## src/rtl/walk_pkg.sv

```systemverilog
package walk_pkg;

  localparam int ENT_W       = 32;
  localparam int PAGE_SHIFT  = 21;
  localparam int TBL_SHIFT   = 16;
  localparam int DIR_PTR_LSB = 4;
  localparam int LEAF_PG_LSB = 5;

  typedef enum logic [2:0] {
    ST_IDLE,
    ST_RD_DIR,
    ST_WT_DIR,
    ST_RD_LEAF,
    ST_WT_LEAF,
    ST_RESP
  } walk_st_e;

  typedef enum logic [1:0] {
    CAUSE_NONE  = 2'd0,
    CAUSE_RANGE = 2'd1,
    CAUSE_DIR   = 2'd2,
    CAUSE_LEAF  = 2'd3
  } walk_cause_e;

endpackage

```

## src/rtl/walk_reqcheck.sv

```systemverilog
module walk_reqcheck #(
  parameter int HAW    = 37,
  parameter int OFS_W  = 48,
  parameter int FN_W   = 8,
  parameter int NUM_FN = 64
) (
  input  logic [FN_W-1:0]  fn,
  input  logic [OFS_W-1:0] ofs,
  output logic             bad
);

  logic fn_bad;
  logic ofs_bad;

  assign fn_bad = (fn == '0) || (32'(fn) >= NUM_FN);

  generate
    if (OFS_W > HAW) begin : g_wide
      assign ofs_bad = |ofs[OFS_W-1:HAW];
    end else begin : g_narrow
      assign ofs_bad = 1'b0;
    end
  endgenerate

  assign bad = fn_bad || ofs_bad;

endmodule

```

## src/rtl/walk_addrgen.sv

```systemverilog
module walk_addrgen
  import walk_pkg::*;
#(
  parameter int HAW  = 37,
  parameter int FN_W = 8,
  localparam int PTR_W = HAW - TBL_SHIFT,
  localparam int PG_W  = HAW - PAGE_SHIFT
) (
  input  logic [HAW-1:0]   root,
  input  logic [FN_W-1:0]  fn,
  input  logic [HAW-1:0]   ofs,
  input  logic [PTR_W-1:0] ptr,
  input  logic [ENT_W-1:0] ent,
  output logic [HAW-1:0]   dir_addr,
  output logic [HAW-1:0]   leaf_addr,
  output logic             ent_valid,
  output logic [PTR_W-1:0] ent_ptr,
  output logic [HAW-1:0]   ent_host
);

  logic [PG_W-1:0] idx;
  logic [PG_W-1:0] page;

  assign idx       = ofs[HAW-1:PAGE_SHIFT];
  assign dir_addr  = root + (HAW'(fn) << 2);
  assign leaf_addr = {ptr, {TBL_SHIFT{1'b0}}} + (HAW'(idx) << 2);

  assign ent_valid = ent[0];
  assign ent_ptr   = ent[DIR_PTR_LSB +: PTR_W];
  assign page      = ent[LEAF_PG_LSB +: PG_W];
  assign ent_host  = {page, ofs[PAGE_SHIFT-1:0]};

endmodule

```

## src/rtl/walk_fsm.sv

```systemverilog
module walk_fsm
  import walk_pkg::*;
#(
  parameter int HAW   = 37,
  parameter int OFS_W = 48,
  parameter int FN_W  = 8,
  localparam int PTR_W = HAW - TBL_SHIFT
) (
  input  logic             clk,
  input  logic             rst_n,
  input  logic             req_valid,
  input  logic [FN_W-1:0]  req_fn,
  input  logic [OFS_W-1:0] req_ofs,
  input  logic             req_bad,
  output logic             req_ready,
  input  logic             mem_req_ready,
  input  logic             mem_rsp_valid,
  output logic             mem_req_valid,
  output logic             mem_rsp_ready,
  output logic             sel_leaf,
  input  logic             ent_valid,
  input  logic [PTR_W-1:0] ent_ptr,
  input  logic [HAW-1:0]   ent_host,
  output logic [FN_W-1:0]  fn_q,
  output logic [HAW-1:0]   ofs_q,
  output logic [PTR_W-1:0] ptr_q,
  input  logic             resp_ready,
  output logic             resp_valid,
  output logic             resp_fault,
  output logic [1:0]       resp_cause,
  output logic [HAW-1:0]   resp_hofs
);

  walk_st_e    st_q;
  walk_cause_e cause_q;
  logic        fault_q;
  logic [HAW-1:0] host_q;

  always_ff @(posedge clk or negedge rst_n) begin
    if (!rst_n) begin
      st_q    <= ST_IDLE;
      fn_q    <= '0;
      ofs_q   <= '0;
      ptr_q   <= '0;
      fault_q <= 1'b0;
      cause_q <= CAUSE_NONE;
      host_q  <= '0;
    end else begin
      case (st_q)
        ST_IDLE: begin
          if (req_valid) begin
            fn_q  <= req_fn;
            ofs_q <= req_ofs[HAW-1:0];
            if (req_bad) begin
              fault_q <= 1'b1;
              cause_q <= CAUSE_RANGE;
              host_q  <= '0;
              st_q    <= ST_RESP;
            end else begin
              st_q <= ST_RD_DIR;
            end
          end
        end
        ST_RD_DIR: if (mem_req_ready) st_q <= ST_WT_DIR;
        ST_WT_DIR: begin
          if (mem_rsp_valid) begin
            if (!ent_valid) begin
              fault_q <= 1'b1;
              cause_q <= CAUSE_DIR;
              host_q  <= '0;
              st_q    <= ST_RESP;
            end else begin
              ptr_q <= ent_ptr;
              st_q  <= ST_RD_LEAF;
            end
          end
        end
        ST_RD_LEAF: if (mem_req_ready) st_q <= ST_WT_LEAF;
        ST_WT_LEAF: begin
          if (mem_rsp_valid) begin
            if (!ent_valid) begin
              fault_q <= 1'b1;
              cause_q <= CAUSE_LEAF;
              host_q  <= '0;
            end else begin
              fault_q <= 1'b0;
              cause_q <= CAUSE_NONE;
              host_q  <= ent_host;
            end
            st_q <= ST_RESP;
          end
        end
        ST_RESP: if (resp_ready) st_q <= ST_IDLE;
        default: st_q <= ST_IDLE;
      endcase
    end
  end

  assign req_ready     = (st_q == ST_IDLE);
  assign mem_req_valid = (st_q == ST_RD_DIR) || (st_q == ST_RD_LEAF);
  assign mem_rsp_ready = (st_q == ST_WT_DIR) || (st_q == ST_WT_LEAF);
  assign sel_leaf      = (st_q == ST_RD_LEAF);
  assign resp_valid    = (st_q == ST_RESP);
  assign resp_fault    = fault_q;
  assign resp_cause    = cause_q;
  assign resp_hofs     = host_q;

endmodule

```

## src/rtl/mtt_walker.sv

```systemverilog
module mtt_walker
  import walk_pkg::*;
#(
  parameter int HAW    = 37,
  parameter int OFS_W  = 48,
  parameter int FN_W   = 8,
  parameter int NUM_FN = 64
) (
  input  logic             clk,
  input  logic             rst_n,
  input  logic [HAW-1:0]   root_base,
  input  logic             req_valid,
  output logic             req_ready,
  input  logic [FN_W-1:0]  req_fn,
  input  logic [OFS_W-1:0] req_ofs,
  output logic             resp_valid,
  input  logic             resp_ready,
  output logic             resp_fault,
  output logic [1:0]       resp_cause,
  output logic [HAW-1:0]   resp_hofs,
  output logic             mem_req_valid,
  input  logic             mem_req_ready,
  output logic [HAW-1:0]   mem_req_addr,
  input  logic             mem_rsp_valid,
  output logic             mem_rsp_ready,
  input  logic [ENT_W-1:0] mem_rsp_data
);

  localparam int PTR_W = HAW - TBL_SHIFT;

  logic             req_bad;
  logic             sel_leaf;
  logic             ent_valid;
  logic [PTR_W-1:0] ent_ptr;
  logic [PTR_W-1:0] ptr_q;
  logic [HAW-1:0]   ent_host;
  logic [HAW-1:0]   dir_addr;
  logic [HAW-1:0]   leaf_addr;
  logic [FN_W-1:0]  fn_q;
  logic [HAW-1:0]   ofs_q;

  walk_reqcheck #(.HAW(HAW), .OFS_W(OFS_W), .FN_W(FN_W), .NUM_FN(NUM_FN)) u_chk_req (
    .fn  (req_fn),
    .ofs (req_ofs),
    .bad (req_bad)
  );

  walk_addrgen #(.HAW(HAW), .FN_W(FN_W)) u_agen (
    .root      (root_base),
    .fn        (fn_q),
    .ofs       (ofs_q),
    .ptr       (ptr_q),
    .ent       (mem_rsp_data),
    .dir_addr  (dir_addr),
    .leaf_addr (leaf_addr),
    .ent_valid (ent_valid),
    .ent_ptr   (ent_ptr),
    .ent_host  (ent_host)
  );

  walk_fsm #(.HAW(HAW), .OFS_W(OFS_W), .FN_W(FN_W)) u_fsm (
    .clk           (clk),
    .rst_n         (rst_n),
    .req_valid     (req_valid),
    .req_fn        (req_fn),
    .req_ofs       (req_ofs),
    .req_bad       (req_bad),
    .req_ready     (req_ready),
    .mem_req_ready (mem_req_ready),
    .mem_rsp_valid (mem_rsp_valid),
    .mem_req_valid (mem_req_valid),
    .mem_rsp_ready (mem_rsp_ready),
    .sel_leaf      (sel_leaf),
    .ent_valid     (ent_valid),
    .ent_ptr       (ent_ptr),
    .ent_host      (ent_host),
    .fn_q          (fn_q),
    .ofs_q         (ofs_q),
    .ptr_q         (ptr_q),
    .resp_ready    (resp_ready),
    .resp_valid    (resp_valid),
    .resp_fault    (resp_fault),
    .resp_cause    (resp_cause),
    .resp_hofs     (resp_hofs)
  );

  assign mem_req_addr = sel_leaf ? leaf_addr : dir_addr;

endmodule

```

## config.mk

```make
export PLATFORM = sky130hd
export DESIGN_NAME = mtt_walker
export DESIGN_NICKNAME = d
export VERILOG_FILES = /design/src/rtl/walk_pkg.sv /design/src/rtl/walk_reqcheck.sv /design/src/rtl/walk_addrgen.sv /design/src/rtl/walk_fsm.sv /design/src/rtl/mtt_walker.sv
export SDC_FILE = /design/constraint.sdc
export NUM_CORES = 1
export LEC_CHECK = 0
export BUFFER_PORTS_ARGS = -buffer_cell sky130_fd_sc_hd__buf_2
export CAP_MARGIN = 10
export CORE_MARGIN = 4
export CORE_UTILIZATION = 50
export DETAILED_ROUTE_END_ITERATION = 8
export HOLD_SLACK_MARGIN = 0.02
export PLACE_DENSITY = 0.78
export SLEW_MARGIN = 20
export SYNTH_ARGS = -nofsm -noshare
export SYNTH_HDL_FRONTEND = slang
export SYNTH_SLANG_ARGS = --single-unit
```

## constraint.sdc

```tcl
create_clock -name clk -period 3.8 [get_ports clk]
set_clock_uncertainty 0.15 [all_clocks]
set_input_delay 0.76 -clock clk [delete_from_list [all_inputs] [get_ports clk]]
set_output_delay 0.76 -clock clk [all_outputs]
set_load 0.005 [all_outputs]
```

==> impl_metrics.json <==
{
  "wirelength_um": 16500,
  "ant_nets": 0,
  "required_ns": 2.89,
  "fin_crit_sh": 0.975,
  "clock.fmax_mhz": 270,
  "p_comb_frac": 0.458,
  "root_buffer": "clkbuf_16",
  "grt-ovfl-total": 0,
  "postPlaceCellArea_mm2": 0.00755,
  "synthesis.area_mm2": 0.00641,
  "core_mm2": 0.0126,
  "critPathKind": "input port to output port",
  "p_leak_nw": 3.60,
  "fin_util": 0.630,
  "drive_above_1_share": 0.487,
  "grt_setup_unrepaired": "yes",
  "p_seq_frac": 0.375,
  "die_y_um": 121,
  "synth_warnings": 0,
  "swShare": 0.398,
  "period_needed_ns": 3.70,
  "critPathLaunchType": "input port",
  "first_pass_iters": 5,
  "cts_max_level": 3,
  "place.gp.congestion": 0.887,
  "detailed_place_hpwl_um": 12700,
  "grt_usage": 0.225,
  "synth_nets": 750,
  "insertion_delay_ns": 0.35,
  "setup_viol_count_final": 0,
  "stdcell_area_mm2": 0.00792,
  "row_count": 41,
  "p_total_mw": 5.51,
  "fin_cells": 977,
  "ys_seq_area_frac": 0.426,
  "synthFlopType": "dfrtp_1",
  "synth_edf_count": 0,
  "grt_max_degree": 59,
  "start_util": 0.510,
  "viasPerCell": 5.38,
  "postCtsHoldBufs": 0,
  "synth_cell_types": 51,
  "synth.largest_area_cell": "dfrtp_1",
  "antenna_cells": 0,
  "r2r_end": "u_fsm.resp_hofs[29]$_DFFE_PN0P_",
  "area_growth_pct": 23.5,
  "synthArstFlopShare": 1.00,
  "powerDensity_mw_per_mm2": 696,
  "layout_commonest_cell": "buf_2",
  "nFillCells": 1012,
  "cts_num_sinks": 109,
  "r2r_setup_slack_ns": 1.41,
  "avgSynthCellArea_um2": 10.6,
  "crit_path_end_kind": "output port",
  "cts_buffer_depth": 2,
  "yosys-top-cells-area": "dfrtp_1 (43%), mux2_2 (11%), nand3_2 (5.8%)",
  "worstSetupStartpoint": "root_base[2]",
  "hold_viol": 0,
  "maxCapViolations": 0,
  "ios": 212,
  "critPathArrivalTime_ns": 2.79,
  "rr_startpoint": "u_fsm.st_q[2]$_DFFE_PN0P_",
  "dr.first_iter.drc_count": 347,
  "antenna_found_initial": 0,
  "clockPowerShare": 0.167,
  "mostFrequentLayoutCells": "buf_2 (200), dfrtp_1 (109), mux2_2 (65)",
  "die-area_mm2": 0.0147,
  "place_inst": 960,
  "worstRegToRegCells": 7,
  "min_path_type": "input port to asynchronous set/reset pin",
  "grt_pass1_vias": 5408,
  "path_clk_slew_ns": 0.08,
  "crit_path_end": "mem_req_addr[30]",
  "yosys_register_bits": 109,
  "power.switching_mw": 2.19,
  "drc": 0,
  "p_int_mw": 3.32,
  "worst_pin_slew_ns": 0.908,
  "crit_fanout": 6,
  "status": "finished clean",
  "synthCells": 607,
  "wire_per_inst_um": 16.9,
  "cts_tree": "built",
  "maxSlewHeadroom": 0.393,
  "synth_top_area_frac": 0.426,
  "dr_total_vias": 5255,
  "final_net_count": 943,
  "drv_slew": 0,
  "grt_pass1_wl_um": 26300,
  "io_buffers": 201,
  "fp.dieW_um": 121,
  "cts_made_buffers": 9,
  "peakVddDrop_uv": 419
}
[metrics by stage]
| stage | setup slack, ns | hold WS, ns | setup TNS, ns |
|---|---|---|---|
| 2_1_floorplan | 0.414 | 0.314 | 0 |
| 3_5_place_dp | -0.128 | 0.341 | -0.282 |
| 6_report | 0.0955 | 0.280 | 0 |
| 5_1_grt | -0.0244 | 0.336 | -0.0697 |
| 4_1_cts | 0.0212 | 0.308 | 0 |
| 3_3_place_gp | -0.0887 | 0.329 | -0.0887 |
[cells in the mapped netlist, types with 2 or more instances]
cell type and instances:
a211o_1 2, a211oi_1 2, a21o_1 3, a21oi_1 21, a21oi_2 2, and2_1 5, and3_1 8, and4_1 6
buf_2 14, buf_6 5, buf_8 3, clkbuf_1 8, dfrtp_1 109, fa_1 2, ha_1 10, inv_1 46
mux2_2 65, mux2i_1 7, nand2_1 40, nand2b_1 8, nand3_1 19, nand3_2 37, nand4_1 9, nor2_1 21
nor2_4 2, nor2b_1 3, nor3_1 7, nor4_1 4, nor4b_1 2, o211ai_1 3, o21a_1 2, o21ai_0 21
o21ai_1 6, o21ai_2 38, or4_1 2, xnor2_1 20, xor2_1 31
[how the worst min path moves through the flow]
stage | start | to | slack, ns
finish | rst_n | u_fsm.ofs_q[24]$_DFFE_PN0P_ | 0.28
global route | rst_n | u_fsm.ofs_q[24]$_DFFE_PN0P_ | 0.34
CTS | rst_n | u_fsm.ofs_q[24]$_DFFE_PN0P_ | 0.31
detailed placement | u_fsm.ofs_q[3]$_DFFE_PN0P_ | u_fsm.resp_hofs[3]$_DFFE_PN0P_ | 0.34
global placement | u_fsm.ofs_q[0]$_DFFE_PN0P_ | u_fsm.resp_hofs[0]$_DFFE_PN0P_ | 0.33
floorplan | rst_n | u_fsm.fn_q[0]$_DFFE_PN0P_ | 0.31
[layout make-up]
class                      instances  area, µm²  area share
timing repair buffer             214       1140       0.144
clock buffer                      10        239      0.0302
sequential                       109       2730       0.345
clock inverter                     6       58.8     0.00743
multi-input combinational        420       3360       0.424
inverter                          46        173      0.0218
tap                              172        215      0.0272
[critical path, stage by stage]
cell      delay [ns]
buf_2           0.08
ha_1            0.15
inv_1           0.06
fa_1            0.40
nand2b_2        0.23
a21oi_4         0.20
o21ai_2         0.15
nor4_2          0.27
xnor2_1         0.13
a21oi_1         0.20
buf_2           0.16
[per-layer routing]
metal  global-route usage  share of wire  vias to the layer above
li1                     -              -                     2488
met1                0.278           0.41                     2546
met2                0.393           0.50                      200
met3               0.0559          0.076                       21
met4               0.0616          0.014                        0
met5                    0              0                        -
[power groups by stage]
stage | clock, mW | sequential (mW) | combinational, mW
floorplan | 0 | 1.97 | 1.83
global placement | 0 | 2.04 | 2.39
detailed placement | 0 | 2.08 | 2.49
CTS | 0.945 | 2.07 | 2.51
global route | 0.997 | 2.14 | 2.78
finish | 0.920 | 2.07 | 2.52
[cells by family after synthesis]
logic type | Yosys count | synth area share
simple gates | 180 | 0.178
flops | 109 | 0.426
compound gates | 105 | 0.113
buf+inv | 78 | 0.0621
mux | 72 | 0.125
xor+xnor | 51 | 0.0697
fa+ha+maj | 12 | 0.0258
[registers in the layout, indices dropped and copies added (netlist names)]
| register | count |
|---|---|
| u_fsm.ofs_q | 37 |
| u_fsm.resp_hofs | 37 |
| u_fsm.ptr_q | 21 |
| u_fsm.fn_q | 8 |
| u_fsm.st_q | 3 |
| u_fsm.resp_cause | 2 |
| u_fsm.resp_fault | 1 |
[timing repair]
item,CTS,global route
resized for setup,3,12
endpoints found under the setup margin,8,12
setup buffers,0,1
pin swaps,0,3
hold endpoints to repair,0,0
No activity file was read; power rests on OpenSTA's default activity.
